--- src/rtl/fw_mailbox_pkg.sv ---
package fw_mailbox_pkg;

    localparam int WORD_W = 32;
    localparam int REG_AW = 8;

    // Byte offsets of the host-visible registers
    localparam logic [REG_AW-1:0] OFS_CMD  = 8'h00;
    localparam logic [REG_AW-1:0] OFS_STAT = 8'h04;
    localparam logic [REG_AW-1:0] OFS_SRC  = 8'h08;
    localparam logic [REG_AW-1:0] OFS_DST  = 8'h0C;
    localparam logic [REG_AW-1:0] OFS_OUTB = 8'h80;
    localparam logic [REG_AW-1:0] OFS_INB  = 8'h90;

    // Status word bit positions
    localparam int STAT_BUSY     = 0;
    localparam int STAT_ERR      = 1;
    localparam int STAT_IRQ      = 2;
    localparam int STAT_CODE_LSB = 16;

    typedef enum logic [0:0] {
        ST_IDLE = 1'b0,
        ST_BUSY = 1'b1
    } mbox_state_t;

    // Command word as written by the host
    typedef struct packed {
        logic [7:0] rsvd_hi;
        logic [7:0] len;
        logic [3:0] sub;
        logic [2:0] rsvd_lo;
        logic       irq_req;
        logic [7:0] code;
    } cmd_word_t;

endpackage

--- src/rtl/fw_mailbox_regs.sv ---
module fw_mailbox_regs
    import fw_mailbox_pkg::*;
#(
    parameter int BUF_WORDS = 4
) (
    input  logic                        clk,
    input  logic                        rst_n,
    input  logic [REG_AW-1:0]           host_addr,
    input  logic                        host_wr,
    input  logic [WORD_W-1:0]           host_wdata,
    input  logic                        host_byte_rd,
    input  logic                        cmd_accept,
    input  logic [WORD_W-1:0]           status_word,
    input  logic [WORD_W*BUF_WORDS-1:0] res_flat,
    output cmd_word_t                   cmd_q,
    output logic [WORD_W-1:0]           src_q,
    output logic [WORD_W-1:0]           dst_q,
    output logic [WORD_W*BUF_WORDS-1:0] out_flat,
    output logic [WORD_W-1:0]           host_rdata
);

    logic [REG_AW-1:0] word_addr;
    logic [WORD_W-1:0] rd_word;

    assign word_addr = {host_addr[REG_AW-1:2], 2'b00};

    // Command latch: loaded only when the controller accepts a launch
    always_ff @(posedge clk or negedge rst_n) begin
        if (!rst_n) begin
            cmd_q <= '0;
        end else if (cmd_accept) begin
            cmd_q <= cmd_word_t'(host_wdata);
        end
    end

    always_ff @(posedge clk or negedge rst_n) begin
        if (!rst_n) begin
            src_q <= '0;
            dst_q <= '0;
        end else if (host_wr) begin
            if (word_addr == OFS_SRC) src_q <= host_wdata;
            if (word_addr == OFS_DST) dst_q <= host_wdata;
        end
    end

    // Outbound payload words
    for (genvar gi = 0; gi < BUF_WORDS; gi++) begin : g_outb
        localparam logic [REG_AW-1:0] WADDR = OFS_OUTB + REG_AW'(4 * gi);
        always_ff @(posedge clk or negedge rst_n) begin
            if (!rst_n) begin
                out_flat[gi*WORD_W +: WORD_W] <= '0;
            end else if (host_wr && word_addr == WADDR) begin
                out_flat[gi*WORD_W +: WORD_W] <= host_wdata;
            end
        end
    end

    // Read-back multiplexer
    always_comb begin
        rd_word = '0;
        if (word_addr == OFS_CMD)  rd_word = cmd_q;
        if (word_addr == OFS_STAT) rd_word = status_word;
        if (word_addr == OFS_SRC)  rd_word = src_q;
        if (word_addr == OFS_DST)  rd_word = dst_q;
        for (int i = 0; i < BUF_WORDS; i++) begin
            if (word_addr == OFS_OUTB + REG_AW'(4 * i)) rd_word = out_flat[i*WORD_W +: WORD_W];
            if (word_addr == OFS_INB  + REG_AW'(4 * i)) rd_word = res_flat[i*WORD_W +: WORD_W];
        end
    end

    always_comb begin
        if (host_byte_rd) begin
            host_rdata = {{(WORD_W-8){1'b0}}, rd_word[{host_addr[1:0], 3'b000} +: 8]};
        end else begin
            host_rdata = rd_word;
        end
    end

endmodule

--- src/rtl/fw_mailbox_ctrl.sv ---
module fw_mailbox_ctrl
    import fw_mailbox_pkg::*;
(
    input  logic       clk,
    input  logic       rst_n,
    input  logic       doorbell,
    input  logic       irq_ack,
    input  logic       irq_req,
    input  logic       fw_done,
    input  logic       fw_err,
    input  logic [7:0] fw_err_code,
    output logic       busy,
    output logic       cmd_accept,
    output logic       fw_req,
    output logic       err_q,
    output logic [7:0] code_q,
    output logic       irq_pend
);

    mbox_state_t state_q;
    mbox_state_t state_d;
    logic        done_accept;

    // State register
    always_ff @(posedge clk or negedge rst_n) begin
        if (!rst_n) begin
            state_q <= ST_IDLE;
        end else begin
            state_q <= state_d;
        end
    end

    // Next state and transition outputs
    always_comb begin
        state_d     = state_q;
        cmd_accept  = 1'b0;
        done_accept = 1'b0;
        unique case (state_q)
            ST_IDLE: begin
                if (doorbell) begin
                    state_d    = ST_BUSY;
                    cmd_accept = 1'b1;
                end
            end
            ST_BUSY: begin
                if (fw_done) begin
                    state_d     = ST_IDLE;
                    done_accept = 1'b1;
                end
            end
            default: state_d = ST_IDLE;
        endcase
    end

    assign busy = (state_q == ST_BUSY);

    // Completion capture, launch pulse and interrupt pending
    always_ff @(posedge clk or negedge rst_n) begin
        if (!rst_n) begin
            fw_req   <= 1'b0;
            err_q    <= 1'b0;
            code_q   <= '0;
            irq_pend <= 1'b0;
        end else begin
            fw_req <= cmd_accept;
            if (done_accept) begin
                err_q  <= fw_err;
                code_q <= fw_err ? fw_err_code : 8'h00;
            end
            if (done_accept && irq_req) begin
                irq_pend <= 1'b1;
            end else if (irq_ack) begin
                irq_pend <= 1'b0;
            end
        end
    end

endmodule

--- src/rtl/fw_mailbox_resbuf.sv ---
module fw_mailbox_resbuf
    import fw_mailbox_pkg::*;
#(
    parameter int BUF_WORDS = 4,
    parameter int IDX_W     = (BUF_WORDS > 1) ? $clog2(BUF_WORDS) : 1
) (
    input  logic                        clk,
    input  logic                        rst_n,
    input  logic                        busy,
    input  logic                        fw_res_wr,
    input  logic [IDX_W-1:0]            fw_res_idx,
    input  logic [WORD_W-1:0]           fw_res_data,
    output logic [WORD_W*BUF_WORDS-1:0] res_flat
);

    for (genvar gi = 0; gi < BUF_WORDS; gi++) begin : g_word
        always_ff @(posedge clk or negedge rst_n) begin
            if (!rst_n) begin
                res_flat[gi*WORD_W +: WORD_W] <= '0;
            end else if (busy && fw_res_wr && fw_res_idx == IDX_W'(gi)) begin
                res_flat[gi*WORD_W +: WORD_W] <= fw_res_data;
            end
        end
    end

endmodule

--- src/rtl/fw_mailbox.sv ---
module fw_mailbox
    import fw_mailbox_pkg::*;
#(
    parameter int BUF_WORDS = 4,
    parameter int IDX_W     = (BUF_WORDS > 1) ? $clog2(BUF_WORDS) : 1
) (
    input  logic                        clk,
    input  logic                        rst_n,
    input  logic [REG_AW-1:0]           host_addr,
    input  logic                        host_wr,
    input  logic [WORD_W-1:0]           host_wdata,
    input  logic                        host_byte_rd,
    output logic [WORD_W-1:0]           host_rdata,
    output logic                        host_irq,
    output logic                        fw_req,
    output logic [7:0]                  fw_cmd,
    output logic [3:0]                  fw_sub,
    output logic [7:0]                  fw_len,
    output logic [WORD_W-1:0]           fw_src_ptr,
    output logic [WORD_W-1:0]           fw_dst_ptr,
    output logic [WORD_W*BUF_WORDS-1:0] fw_payload,
    input  logic                        fw_done,
    input  logic                        fw_err,
    input  logic [7:0]                  fw_err_code,
    input  logic                        fw_res_wr,
    input  logic [IDX_W-1:0]            fw_res_idx,
    input  logic [WORD_W-1:0]           fw_res_data
);

    cmd_word_t                   cmd_q;
    logic                        busy_w;
    logic                        cmd_accept;
    logic                        err_q;
    logic [7:0]                  code_q;
    logic                        irq_pend;
    logic [WORD_W-1:0]           status_word;
    logic [WORD_W*BUF_WORDS-1:0] res_flat;
    logic                        doorbell;
    logic                        irq_ack;

    assign doorbell = host_wr && (host_addr == OFS_CMD);
    assign irq_ack  = host_wr && (host_addr == OFS_STAT) && host_wdata[STAT_IRQ];

    always_comb begin
        status_word = '0;
        status_word[STAT_BUSY] = busy_w;
        status_word[STAT_ERR]  = err_q;
        status_word[STAT_IRQ]  = irq_pend;
        status_word[STAT_CODE_LSB +: 8] = code_q;
    end

    fw_mailbox_ctrl u_ctrl (
        .clk         (clk),
        .rst_n       (rst_n),
        .doorbell    (doorbell),
        .irq_ack     (irq_ack),
        .irq_req     (cmd_q.irq_req),
        .fw_done     (fw_done),
        .fw_err      (fw_err),
        .fw_err_code (fw_err_code),
        .busy        (busy_w),
        .cmd_accept  (cmd_accept),
        .fw_req      (fw_req),
        .err_q       (err_q),
        .code_q      (code_q),
        .irq_pend    (irq_pend)
    );

    fw_mailbox_regs #(.BUF_WORDS(BUF_WORDS)) u_regs (
        .clk          (clk),
        .rst_n        (rst_n),
        .host_addr    (host_addr),
        .host_wr      (host_wr),
        .host_wdata   (host_wdata),
        .host_byte_rd (host_byte_rd),
        .cmd_accept   (cmd_accept),
        .status_word  (status_word),
        .res_flat     (res_flat),
        .cmd_q        (cmd_q),
        .src_q        (fw_src_ptr),
        .dst_q        (fw_dst_ptr),
        .out_flat     (fw_payload),
        .host_rdata   (host_rdata)
    );

    fw_mailbox_resbuf #(.BUF_WORDS(BUF_WORDS), .IDX_W(IDX_W)) u_resbuf (
        .clk         (clk),
        .rst_n       (rst_n),
        .busy        (busy_w),
        .fw_res_wr   (fw_res_wr),
        .fw_res_idx  (fw_res_idx),
        .fw_res_data (fw_res_data),
        .res_flat    (res_flat)
    );

    assign host_irq = irq_pend;
    assign fw_cmd   = cmd_q.code;
    assign fw_sub   = cmd_q.sub;
    assign fw_len   = cmd_q.len;

endmodule

--- config.mk ---
export PLATFORM = sky130hd
export DESIGN_NAME = fw_mailbox
export DESIGN_NICKNAME = d
export VERILOG_FILES = /design/src/rtl/fw_mailbox_pkg.sv /design/src/rtl/fw_mailbox_regs.sv /design/src/rtl/fw_mailbox_ctrl.sv /design/src/rtl/fw_mailbox_resbuf.sv /design/src/rtl/fw_mailbox.sv
export SDC_FILE = /design/constraint.sdc
export NUM_CORES = 1
export LEC_CHECK = 0
export ABC_CLOCK_PERIOD_IN_PS = 3050
export BUFFER_PORTS_ARGS = -buffer_cell sky130_fd_sc_hd__buf_2
export CAP_MARGIN = 20
export CORE_MARGIN = 4
export CORE_UTILIZATION = 55
export CTS_CLUSTER_SIZE = 10
export DETAILED_ROUTE_END_ITERATION = 8
export PLACE_DENSITY = 0.79
export SYNTH_ARGS = -nofsm -noshare
export SYNTH_HDL_FRONTEND = slang
export SYNTH_SLANG_ARGS = --single-unit
--- constraint.sdc ---
create_clock -name clk -period 3.05 [get_ports clk]
set_input_delay 0.4575 -clock clk [delete_from_list [all_inputs] [get_ports clk]]
set_output_delay 0.4575 -clock clk [all_outputs]
set_load 0.02 [all_outputs]
# [Word level (Yosys, flattened, before mapping)]
# Index checks and enable logic that the tools add are counted.
[word_totals] register_bits=364 out_inout_bits=246
[classes] eq_ne=15 n_shift=1 n_mux=22 bitwise=1 n_reduce_logical=19
[op_table] op="$mux 32" count=13
[op_table] op="$eq 6x6->1 const B" count=8
[op_table] op="$shiftx 32x6->8" count=1
[op_table] op="$logic_not 8->1" count=2
[op_table] op="$logic_and 1x1->1" count=13
[op_table] op="$eq 6x2->1 const B" count=2
[op_table] op="$eq 8x3->1 const B" count=1
[op_table] op="$mux 8" count=1
[op_table] op="$mux 1" count=7
[op_table] op="$eq 6x1->1 const B" count=1
[op_table] op="$eq 2x2->1 const B" count=2
[op_table] op="$reduce_and 2->1" count=2
[op_table] op="$eq 2x1->1 const B" count=1
[op_table] op="$logic_not 2->1" count=1
[op_table] op="$pmux 1 s2" count=1
[op_table] op="$reduce_bool 2->1" count=1
[op_table] op="$not 1->1" count=1

# [Depth between registers and ports, before layout]
# Gate-level depths: netlist of run 1.
[depth] word_depth=15 mapped_depth=10 mapped_depth_nobuf=6

# [Modules after synthesis]
# From an unflattened synthesis of run 1, not the netlist that was laid out.
[hier_totals] cells_unflattened=1357 area_unflattened_um2=17221.5
[by_module_without_submodules] module="fw_mailbox_regs" n_inst=1 cells_per_inst=1031 area_each_um2=11915.2 seq_area_each_um2=5605.4
[by_module_without_submodules] module="fw_mailbox_resbuf" n_inst=1 cells_per_inst=273 area_each_um2=4764.6 seq_area_each_um2=3203.1
[by_module_without_submodules] module="fw_mailbox_ctrl" n_inst=1 cells_per_inst=47 area_each_um2=506.7 seq_area_each_um2=300.3
[by_module_without_submodules] module="fw_mailbox" n_inst=1 cells_per_inst=6 area_each_um2=35.0 seq_area_each_um2=0.0

# [Worst setup path after synthesis of run 1]
# No wires, ideal clock.
[synth_timing] path_kind="input-to-output" startpoint="in host_addr[5]" endpoint="out host_rdata[3]" arrival_ps=2634 required_ps=2592 setup_slack_ps=-42 stages=9 n_path_buf=3 path_cell_list="buf_2 -> or4b_1 -> buf_6 -> nor2_4 -> buf_2 -> a222oi_1 -> nand2_1 -> o21ai_0 -> nor4_1"
[synth_between] elab_chain_len=15
[synth_lines] item="from (decl)" line="fw_mailbox.sv:9" rtl="input logic [REG_AW-1:0] host_addr,"
[synth_lines] item="$logic_not 8->1" line="fw_mailbox_regs.sv:61" rtl="if (word_addr == OFS_CMD) rd_word = cmd_q;"
[synth_lines] item="$mux 32" line="fw_mailbox_regs.sv:61"
[synth_lines] item="$mux 32" line="fw_mailbox_regs.sv:62" rtl="if (word_addr == OFS_STAT) rd_word = status_word;"
[synth_lines] item="$mux 32" line="fw_mailbox_regs.sv:63" rtl="if (word_addr == OFS_SRC) rd_word = src_q;"
[synth_lines] item="$mux 32" line="fw_mailbox_regs.sv:64" rtl="if (word_addr == OFS_DST) rd_word = dst_q;"
[synth_lines] item="$mux 32" line="fw_mailbox_regs.sv:66" rtl="if (word_addr == OFS_OUTB + REG_AW'(4 * i)) rd_word = out_flat[i*WORD_W +: WORD_W];"
[synth_lines] item="$mux 32" line="fw_mailbox_regs.sv:67" rtl="if (word_addr == OFS_INB + REG_AW'(4 * i)) rd_word = res_flat[i*WORD_W +: WORD_W];"
[synth_lines] item="$mux 32" line="fw_mailbox_regs.sv:66"
[synth_lines] item="$mux 32" line="fw_mailbox_regs.sv:67"
[synth_lines] item="$mux 32" line="fw_mailbox_regs.sv:66"
[synth_lines] item="$mux 32" line="fw_mailbox_regs.sv:67"
[synth_lines] item="$mux 32" line="fw_mailbox_regs.sv:66"
[synth_lines] item="$mux 32 *" line="fw_mailbox_regs.sv:67"
[synth_lines] item="$shiftx 32x6->8" line="fw_mailbox_regs.sv:73" rtl="host_rdata = {{(WORD_W-8){1'b0}}, rd_word[{host_addr[1:0], 3'b000} +: 8]};"
[synth_lines] item="$mux 32 *" line="fw_mailbox_regs.sv:72" rtl="if (host_byte_rd) begin"
[synth_lines] item="to (decl)" line="fw_mailbox.sv:13" rtl="output logic [WORD_W-1:0] host_rdata,"
# Mark *: on every way between the ends. The rest lies on a longest branch, timed or not.

# [Final worst setup path of run 1]
[layout_timing] startpoint="in host_addr[6]" endpoint="out host_rdata[1]"
# The elaborated chain is that of the path after synthesis.

==> results of run 1 <==
==> stage by stage <==
step           worst slack (ps)  power (W)  util [%]  hold WS (ps)  setup TNS (ps)
6_report                   -119     0.0125      73.1           146            -424
3_5_place_dp               -245    0.00783      67.0           460           -2120
4_1_cts                    -101     0.0125      72.1           130            -375
2_1_floorplan              48.7    0.00672         -           162               0
5_1_grt                    -186     0.0129      73.0           138            -891
3_3_place_gp               -205    0.00777      67.0           453           -1610
==> critical path: cells and delay by family <==
| kind | cells | cell delay, ps |
|---|---|---|
| buffers and inverters | 5 | 710 |
| AO/OA/AOI/OAI | 4 | 720 |
| AND/OR/NAND/NOR | 2 | 810 |
==> repair_timing <==
| item | CTS | global route |
|---|---|---|
| gates cloned | 0 | 0 |
| setup buffers | 7 | 8 |
| hold buffers | 1 | 0 |
| setup endpoints to repair | 15 | 21 |
| pin swaps | 20 | 17 |
| hold endpoints to repair | 24 | 0 |
| gates resized for setup | 68 | 64 |
==> power groups by stage <==
stage,registers [W],logic [W],clock network (W)
6_report,0.00572,0.00214,0.00465
5_1_grt,0.00575,0.00227,0.00486
4_1_cts,0.00570,0.00211,0.00467
3_5_place_dp,0.00577,0.00206,0
3_3_place_gp,0.00577,0.00201,0
2_1_floorplan,0.00603,0.000696,0
==> layer usage <==
| metal | up-vias | part of all wire (%) | global-route usage (%) |
|---|---|---|---|
| li1 | 6185 | - | - |
| met1 | 7590 | 38 | 49.6 |
| met2 | 1000 | 47 | 58.5 |
| met3 | 220 | 9.9 | 8.68 |
| met4 | 8 | 4.8 | 16.2 |
| met5 | - | 0.14 | 1.00 |
==> layout by cell type (no fill, tap or decap), types with 8 or more instances in the layout <==
cell type / netlist / routed
nand3_1: 28 / 24
clkbuf_16: 0 / 45
o21ai_0: 40 / 32
and3_1: 16 / 15
dfrtp_1: 364 / 364
buf_12: 0 / 17
a22oi_1: 27 / 26
buf_2: 29 / 316
a221oi_1: 14 / 8
o22ai_1: 13 / 12
mux2_2: 298 / 298
mux2i_1: 21 / 21
mux2_1: 34 / 34
a21oi_1: 29 / 23
o221ai_1: 9 / 9
buf_6: 6 / 28
nor3_1: 11 / 8
mux4_2: 10 / 10
nor2_1: 53 / 45
nand2_1: 158 / 153
o2bb2ai_1: 9 / 8
buf_4: 22 / 180
==> cell type report <==
| class | instances | area (um2) |
|---|---|---|
| antenna | 2 | 5.00 |
| clock buffer | 51 | 1180 |
| clock inverter | 7 | 45.0 |
| fill | 2096 | 8290 |
| inverter | 8 | 30.0 |
| multi-input combinational | 928 | 7960 |
| sequential | 364 | 9110 |
| tap | 396 | 495 |
| timing repair buffer | 545 | 3640 |
==> worst paths after layout <==
| check | slack, ps | depth (start not counted) | end |
|---|---|---|---|
| setup / recovery | -120 | 11 | host_rdata[1] |
| hold / removal | 150 | 2 | u_ctrl.busy |
| setup reg to reg | 1210 | 4 | u_resbuf.res_flat[19] |
| hold reg to reg | 470 | 2 | u_regs.cmd_q[31] |
| max in group asynchronous | 1620 | 3 | u_regs.out_flat[123] |
| min in group asynchronous | 540 | 2 | u_regs.src_q[6] |
==> logic make-up after synthesis <==
logic type / share of synthesized area, %
flip-flops: 52.8
multiplexers: 24.2
AND/OR/NAND/NOR: 9.12
AO/OA/AOI/OAI: 10.2
buffers and inverters: 3.60
XOR/XNOR: 0.0508
==> registers in the layout, indices dropped and copies added (netlist names) <==
register,cells
u_regs.out_flat,128
u_resbuf.res_flat,128
u_regs.cmd_q,32
u_regs.dst_q,32
u_regs.src_q,32
u_ctrl.code_q,8
u_ctrl.busy,1
u_ctrl.err_q,1
u_ctrl.fw_req,1
u_ctrl.irq_pend,1
==> results.toml, run 1 <==
[outcome]
status = "finished, violations left"
violations = "setup timing"

[floorplanning]
die-height_um = 185
coreArea_mm2 = 0.0307
rows = 64
num_io_pins = 335
design.die.area_mm2 = 0.0343
die_w_um = 185
floorplan.initialDensity_pct = 56.1

[placement]
dpl.cell_count = 2228
gp_congestion = 1.06
dp_hpwl_um = 47100
dpl_cell_area_mm2 = 0.0206
portBuffers = 334

[pwr]
peakVddDrop_mv = 0.435
power_leakage_nw = 11.6
internal_power_w = 0.00883
p_sw_share_pct = 29.4
switching_power_w = 0.00368
power_density_mw_per_mm2 = 557
combPwrFrac_pct = 17.1
pwr-share-seq_pct = 45.7
clock_power_share_pct = 37.2

[setup_path]
path_class = "input port to output port"
worst_setup_path_end_kind = "output port"
setup.worst_path.start = "host_addr[6]"
r2r-start = "u_ctrl.busy"
critical_path.slowest_cell = "or4b_4"
cp_max_fo = 6
critPathMaxStageDelay_ps = 610
cpMostUsedCell = "buf_4"
required_ps = 2590
startpoint_type = "input port"
path_cells = "buf_8, or4b_4, buf_12, nor2_8, buf_4, a221oi_1, o21ai_1, a21oi_2, a221oi_2, buf_4, buf_6"
cp.arrival_ps = 2710

[detailed_routing]
wl_per_cell_um = 28.3
drt_iter0_drc = 1625
vias_per_cell = 6.52
num_vias = 15003
dr.pass1.iters = 6
drt-total-wl_um = 65200
antenna_left = 0
drc = 0

[sta]
max-slew-margin-rel_pct = 36.2
timing.final.crit_period_ps = 3170
finClkSkew_ps = 7.75
finalHoldViolations = 0
setup_viol = 9
period_share_pct = 104
worstMarginPinSlew_ps = 955
fin_ws_ps = -119
max_clock_freq_mhz = 316
slew_viol_final = 0
grt_setup_unrepaired = "true"

[yosys]
ys_warn_count = 0
yosysMostFrequentCell = "dfrtp_1"
ys_types = 82
ys_seq_elements = 364
synth.top_cell.area_share_pct = 52.8
ys_seq_area_share_pct = 52.8
yosysTopAreaCell = "dfrtp_1"
syn_inst = 1414
syn_nets = 1503
netlist_top_cells_count = "364 x dfrtp_1, 298 x mux2_2, 158 x nand2_1"
syn_area_mm2 = 0.0173
synth_flop_cell = "dfrtp_1"
ys_top_cells_by_area = "dfrtp_1 53%, mux2_2 19%, nand2_1 3.4%"
avgSynthCellArea_um2 = 12.2
async_flop_share_pct = 100
synth_edf_count = 0

[cts]
insertion_delay_ps = 530
clk_path_buf_depth = 3
cts_num_sinks = 364
htree_levels = 2
clkTransAtPathRegs_ps = 60
cts_tree = "built"
clock-root-buffer = "clkbuf_16"
cts-buffers-inserted = 44

[global_route]
grt_pass1_wl_um = 95400
grt_max_degree = 84
grt.overflow.total = 0
grt_pass1_vias = 15250
grt_antenna_before_repair = 4
grt_usage_pct = 37.2

[layout]
fin_area_mm2 = 0.0225
fin_cells = 2301
layout-drive-gt1-share_pct = 52.4
area_growth_pct = 30.2
fin_nets = 1980

[job]
cap_violations = 0

[worst_hold_path]
hold_path.class = "input port to register"
hp-start = "fw_done"
(Power assumes the default switching activity.)
==> inputs of run 2 (changes only) <==
- CORE_MARGIN: 4 -> 2
==> run 2 against run 1 <==
The flow still finishes with violations (setup timing). Sequential share of layout area decreased by 0.85 points. Cell count increased by 0.78%. Clock skew increased by 2.2 ps. Sequential power about the same. Flip-flop and latch count unchanged. Register-to-register slack improved by 50 ps. Design area increased by 2.1%. Via count increased by 2.0%. Fmax decreased by 0.70%.
==> results.toml, run 2 (synthesis results as in run 1) <==
[floorplanning]
floorplan.initialDensity_pct = 56.1
rows = 64
num_io_pins = 335
design.die.area_mm2 = 0.0328
die-height_um = 181
coreArea_mm2 = 0.0307
die_w_um = 181

[layout]
layout-drive-gt1-share_pct = 54.2
area_growth_pct = 33.0
utilization_pct = 74.6
final_common_cell = "dfrtp_1"
fin_cells = 2319
final_cell_mix = "364 x dfrtp_1, 311 x buf_2, 298 x mux2_2"
fin_area_mm2 = 0.0229
fin_nets = 2003
largestRegisters = "u_regs.out_flat (128), u_resbuf.res_flat (128)"

[sta]
finalHoldViolations = 0
finClkSkew_ps = 9.93
worstMarginPinSlew_ps = 795
grt_setup_unrepaired = "true"
slew_viol_final = 0
whs_ps = 163
max-slew-margin-rel_pct = 46.9
timing.final.crit_period_ps = 3190
setup_viol = 10
max_clock_freq_mhz = 313
fin_ws_ps = -142
setup_tns_ps = -633
period_share_pct = 105

[detailed_routing]
dr.pass1.iters = 5
wl_per_cell_um = 28.9
vias_per_cell = 6.60
antenna_left = 0
num_vias = 15298
drt_iter0_drc = 1658
drc = 0
drt-total-wl_um = 67000

[setup_path]
worst_setup_path_end_kind = "output port"
cp.arrival_ps = 2730
required_ps = 2590
cp_max_fo = 3
critPathMaxStageDelay_ps = 540
critical_path.slowest_cell = "or4_4"
path_cells = "buf_6, or4_4, a211o_1, a2111oi_4, buf_4, or3_4, o31ai_2, a221oi_2, buf_4, buf_6"
crit_family = "compound AO/OA/AOI/OAI gates"
path_class = "input port to output port"
startpoint_type = "input port"
critical_path_buf_inv_count = 4

[pwr]
power_density_mw_per_mm2 = 544
clock_power_share_pct = 36.6
power_leakage_nw = 11.8
switching_power_w = 0.00366
peakVddDrop_mv = 0.431
combPwrFrac_pct = 17.5
pwr-share-seq_pct = 45.9
internal_power_w = 0.00882
p_sw_share_pct = 29.3

[placement]
portBuffers = 334
dp_hpwl_um = 46900
dpl_cell_area_mm2 = 0.0208
gp_congestion = 1.01
dpl.cell_count = 2238

[global_route]
grt_antenna_before_repair = 3
grt_pass1_wl_um = 97800
grt_pass1_vias = 15319
grt_max_degree = 80
grt.overflow.total = 0
grt_usage_pct = 39.9

[job]
cap_violations = 0

[outcome]
violations = "setup timing"
status = "finished, violations left"

[cts]
clkTransAtPathRegs_ps = 60
cts-buffers-inserted = 43
cts_tree = "built"
clock-root-buffer = "clkbuf_16"
htree_levels = 2
cts_num_sinks = 364
clk_path_buf_depth = 3
insertion_delay_ps = 540

[worst_hold_path]
hold_path.class = "input port to register"
run 2: through the flow:
step	power (W)	setup slack [ps]
after floorplan	0.00672	48.7
after global placement	0.00777	-444
after detailed placement	0.00783	-389
after CTS	0.0124	-132
after global routing	0.0128	-168
final	0.0125	-142
run 2: area by class of cell:
class / instances / area, um2
tap: 396 / 495
clock buffer: 51 / 1170
multi-input combinational: 928 / 8170
clock inverter: 2 / 12.5
fill: 2049 / 7810
inverter: 8 / 33.8
antenna: 1 / 2.50
timing repair buffer: 569 / 3950
sequential: 364 / 9110
run 2: metal layers:
metal,GRT usage (%),wire length (um),up-vias
met4,19.1,3830,4
met2,63.1,31200,1106
met1,53.2,25300,7728
li1,-,-,6197
met3,7.78,6700,263
met5,0,24,-
run 2: power groups by stage:
stage | Clock (W) | Sequential (W) | Combinational [W]
floorplan | 0 | 0.00603 | 0.000696
global placement | 0 | 0.00576 | 0.00201
detailed placement | 0 | 0.00577 | 0.00206
CTS | 0.00455 | 0.00570 | 0.00212
global route | 0.00478 | 0.00576 | 0.00230
finish | 0.00457 | 0.00573 | 0.00219
run 2: worst paths after layout:
| check | slack, ps | endpoint | start | cells after the start |
|---|---|---|---|---|
| hold reg to reg | 470 | u_regs.cmd_q[10] | u_regs.cmd_q[10] | 2 |
| setup / recovery | -140 | host_rdata[1] | host_addr[5] | 10 |
| max in group asynchronous | 1670 | u_resbuf.res_flat[89] | rst_n | 3 |
| min in group asynchronous | 520 | u_regs.src_q[13] | rst_n | 2 |
| setup reg to reg | 1260 | u_resbuf.res_flat[25] | u_ctrl.busy | 4 |
| hold / removal | 160 | u_ctrl.busy | fw_done | 2 |
run 2: timing repair:
action,in CTS,in global routing
resized for setup,92,89
setup endpoints to repair,25,26
hold buffers,1,0
buffers inserted,13,20
hold endpoints to repair,73,0
pin swaps,33,41
==> inputs of run 3 (changes only) <==
- ABC_CLOCK_PERIOD_IN_PS: 3050 -> 2600
- CORE_UTILIZATION: 55 -> 50
- PLACE_DENSITY: 0.79 -> 0.76
- clock period: 3.05 -> 2.6 ns (I/O delays scaled with it)
==> run 3 against run 2 <==
The run still ends with setup timing left. Worst setup slack worse by 240 ps. Sequential power grew 18%. Cell count grew 4.7%.
==> results.toml, run 3 (synthesis results as in run 1) <==
[sta]
timing.final.crit_period_ps = 2980
grt_setup_unrepaired = "true"
finalHoldViolations = 0
finClkSkew_ps = 12.4
max_clock_freq_mhz = 335
worstMarginPinSlew_ps = 823
max-slew-margin-rel_pct = 45.1
period_share_pct = 115
slew_viol_final = 0
whs_ps = 95.5
setup_viol = 30
fin_ws_ps = -382

[pwr]
power_leakage_nw = 12.3
p_sw_share_pct = 28.9
p_total_w = 0.0151
power_density_mw_per_mm2 = 623
combPwrFrac_pct = 18.0
internal_power_w = 0.0108
pwr-share-seq_pct = 44.5
peakVddDrop_mv = 0.484
clock_power_share_pct = 37.5
switching_power_w = 0.00437

[layout]
fin_area_mm2 = 0.0243
layout-drive-gt1-share_pct = 58.1
fill_cells = 2304
fin_nets = 2050
largestRegisters = "u_regs.out_flat (128), u_resbuf.res_flat (128)"
final_common_cell = "dfrtp_1"
final_cell_mix = "364 x dfrtp_1, 298 x mux2_2, 296 x buf_2"
area_growth_pct = 40.8

[placement]
gp_congestion = 1.02
dp_hpwl_um = 47900
dpl_cell_area_mm2 = 0.0212
portBuffers = 334

[setup_path]
required_ps = 2210
critical_path.slowest_cell = "dfrtp_1"
path_class = "register to output port"
worst_setup_path_end_kind = "output port"
critPathMaxStageDelay_ps = 420
r2r_slack_ps = 750
worstRegToRegCells = 4
cp_max_fo = 2
startpoint_type = "register"
setup.worst_path.start = "u_regs.dst_q[9]"
cp.arrival_ps = 2590
path_cells = "a21boi_2, a211o_1, a2111oi_4, buf_4, or3_1, o31ai_2, a221oi_4, buf_6"
r2r_end = "u_resbuf.res_flat[20]"
r2r-start = "u_ctrl.busy"

[cts]
clock-root-buffer = "clkbuf_16"
cts_num_sinks = 364
cts_tree = "built"
cts-buffers-inserted = 44
clk_path_buf_depth = 3
insertion_delay_ps = 530
htree_levels = 2
clkTransAtPathRegs_ps = 60

[floorplanning]
coreArea_mm2 = 0.0343
num_io_pins = 335
die-height_um = 190
die_w_um = 190
floorplan.initialDensity_pct = 50.3
rows = 68
design.die.area_mm2 = 0.0360

[detailed_routing]
wl_per_cell_um = 28.3
drt_iter0_drc = 1653
antenna_left = 0
drt-total-wl_um = 68700
vias_per_cell = 6.41
dr.pass1.iters = 7
drc = 0
num_vias = 15560

[outcome]
status = "finished, violations left"
violations = "setup timing"

[global_route]
grt_antenna_before_repair = 2
grt_usage_pct = 36.9
grt.overflow.total = 0
grt_pass1_vias = 15422
grt_pass1_wl_um = 98500
grt_max_degree = 91

[worst_hold_path]
hold_path_depth = 2
min_to = "u_ctrl.busy"
hold_path.class = "input port to register"
hp-start = "fw_done"

[job]
cap_violations = 0
-- run 3: changes by cell type in the layout (fill, tap and decap cells not counted), moves of 6 or more --
cell | before | now
buf_2 | 311 | 296
nor2_4 | 6 | 18
buf_12 | 26 | 34
a21oi_1 | 21 | 15
nor2_1 | 45 | 27
buf_6 | 27 | 79
nor2_2 | 4 | 10
-- run 3: area by class of cell --
type	instances	area [um2]	area share (%)
inverters	8	30.0	0.124
diodes	1	2.50	0.0103
flip-flops and latches	364	9110	37.5
multi-input cells	928	8620	35.5
clock inverters	4	95.1	0.391
well taps	455	569	2.34
repair buffers	615	4690	19.3
clock buffers	54	1180	4.86
-- run 3: through the flow --
step	worst slack (ps)	util, %	std cells	TNS [ps]
global placement	-595	61.7	2323	-12390
finish	-382	70.8	2429	-5610
floorplan	-103	-	1414	-406
global route	-416	70.8	2429	-6630
CTS	-398	68.4	2411	-5910
detailed placement	-600	61.7	2323	-15090
-- run 3: power by group through the flow --
stage               Clock, W  Sequential, W  Combinational (W)
floorplan                  0        0.00707           0.000833
global placement           0        0.00677            0.00241
detailed placement         0        0.00678            0.00246
CTS                  0.00572        0.00670            0.00261
global route         0.00593        0.00677            0.00286
finish               0.00567        0.00674            0.00272
-- run 3: timing repair --
action	4_1_cts	5_1_grt
endpoints found under the hold margin	76	0
buffers inserted	33	27
pin swaps	59	69
cloned	0	1
setup endpoints to repair	32	32
resized for setup	195	158
hold buffers	1	0
-- run 3: how the worst max path moves through the flow --
stage	endpoint	slack [ps]
after CTS	host_rdata[1]	-400
after global placement	host_rdata[20]	-590
after detailed placement	host_rdata[20]	-600
final	host_rdata[1]	-380
after floorplan	host_rdata[2]	-100
after global routing	host_rdata[18]	-420
-- run 3: critical path: cells and delay by family, from the launching register on --
kind	cells	cell delay (ps)
buffers and inverters	2	360
AND/OR/NAND/NOR	1	130
AO/OA/AOI/OAI	5	1140
flip-flops	1	420
-- run 3: metal layers --
layer,vias up,GRT usage [%],part of all wire [%]
met3,245,8.34,9.7
li1,6311,-,-
met4,2,15.6,4.6
met1,7948,50.4,40
met5,-,0,0.010
met2,1054,57.1,46
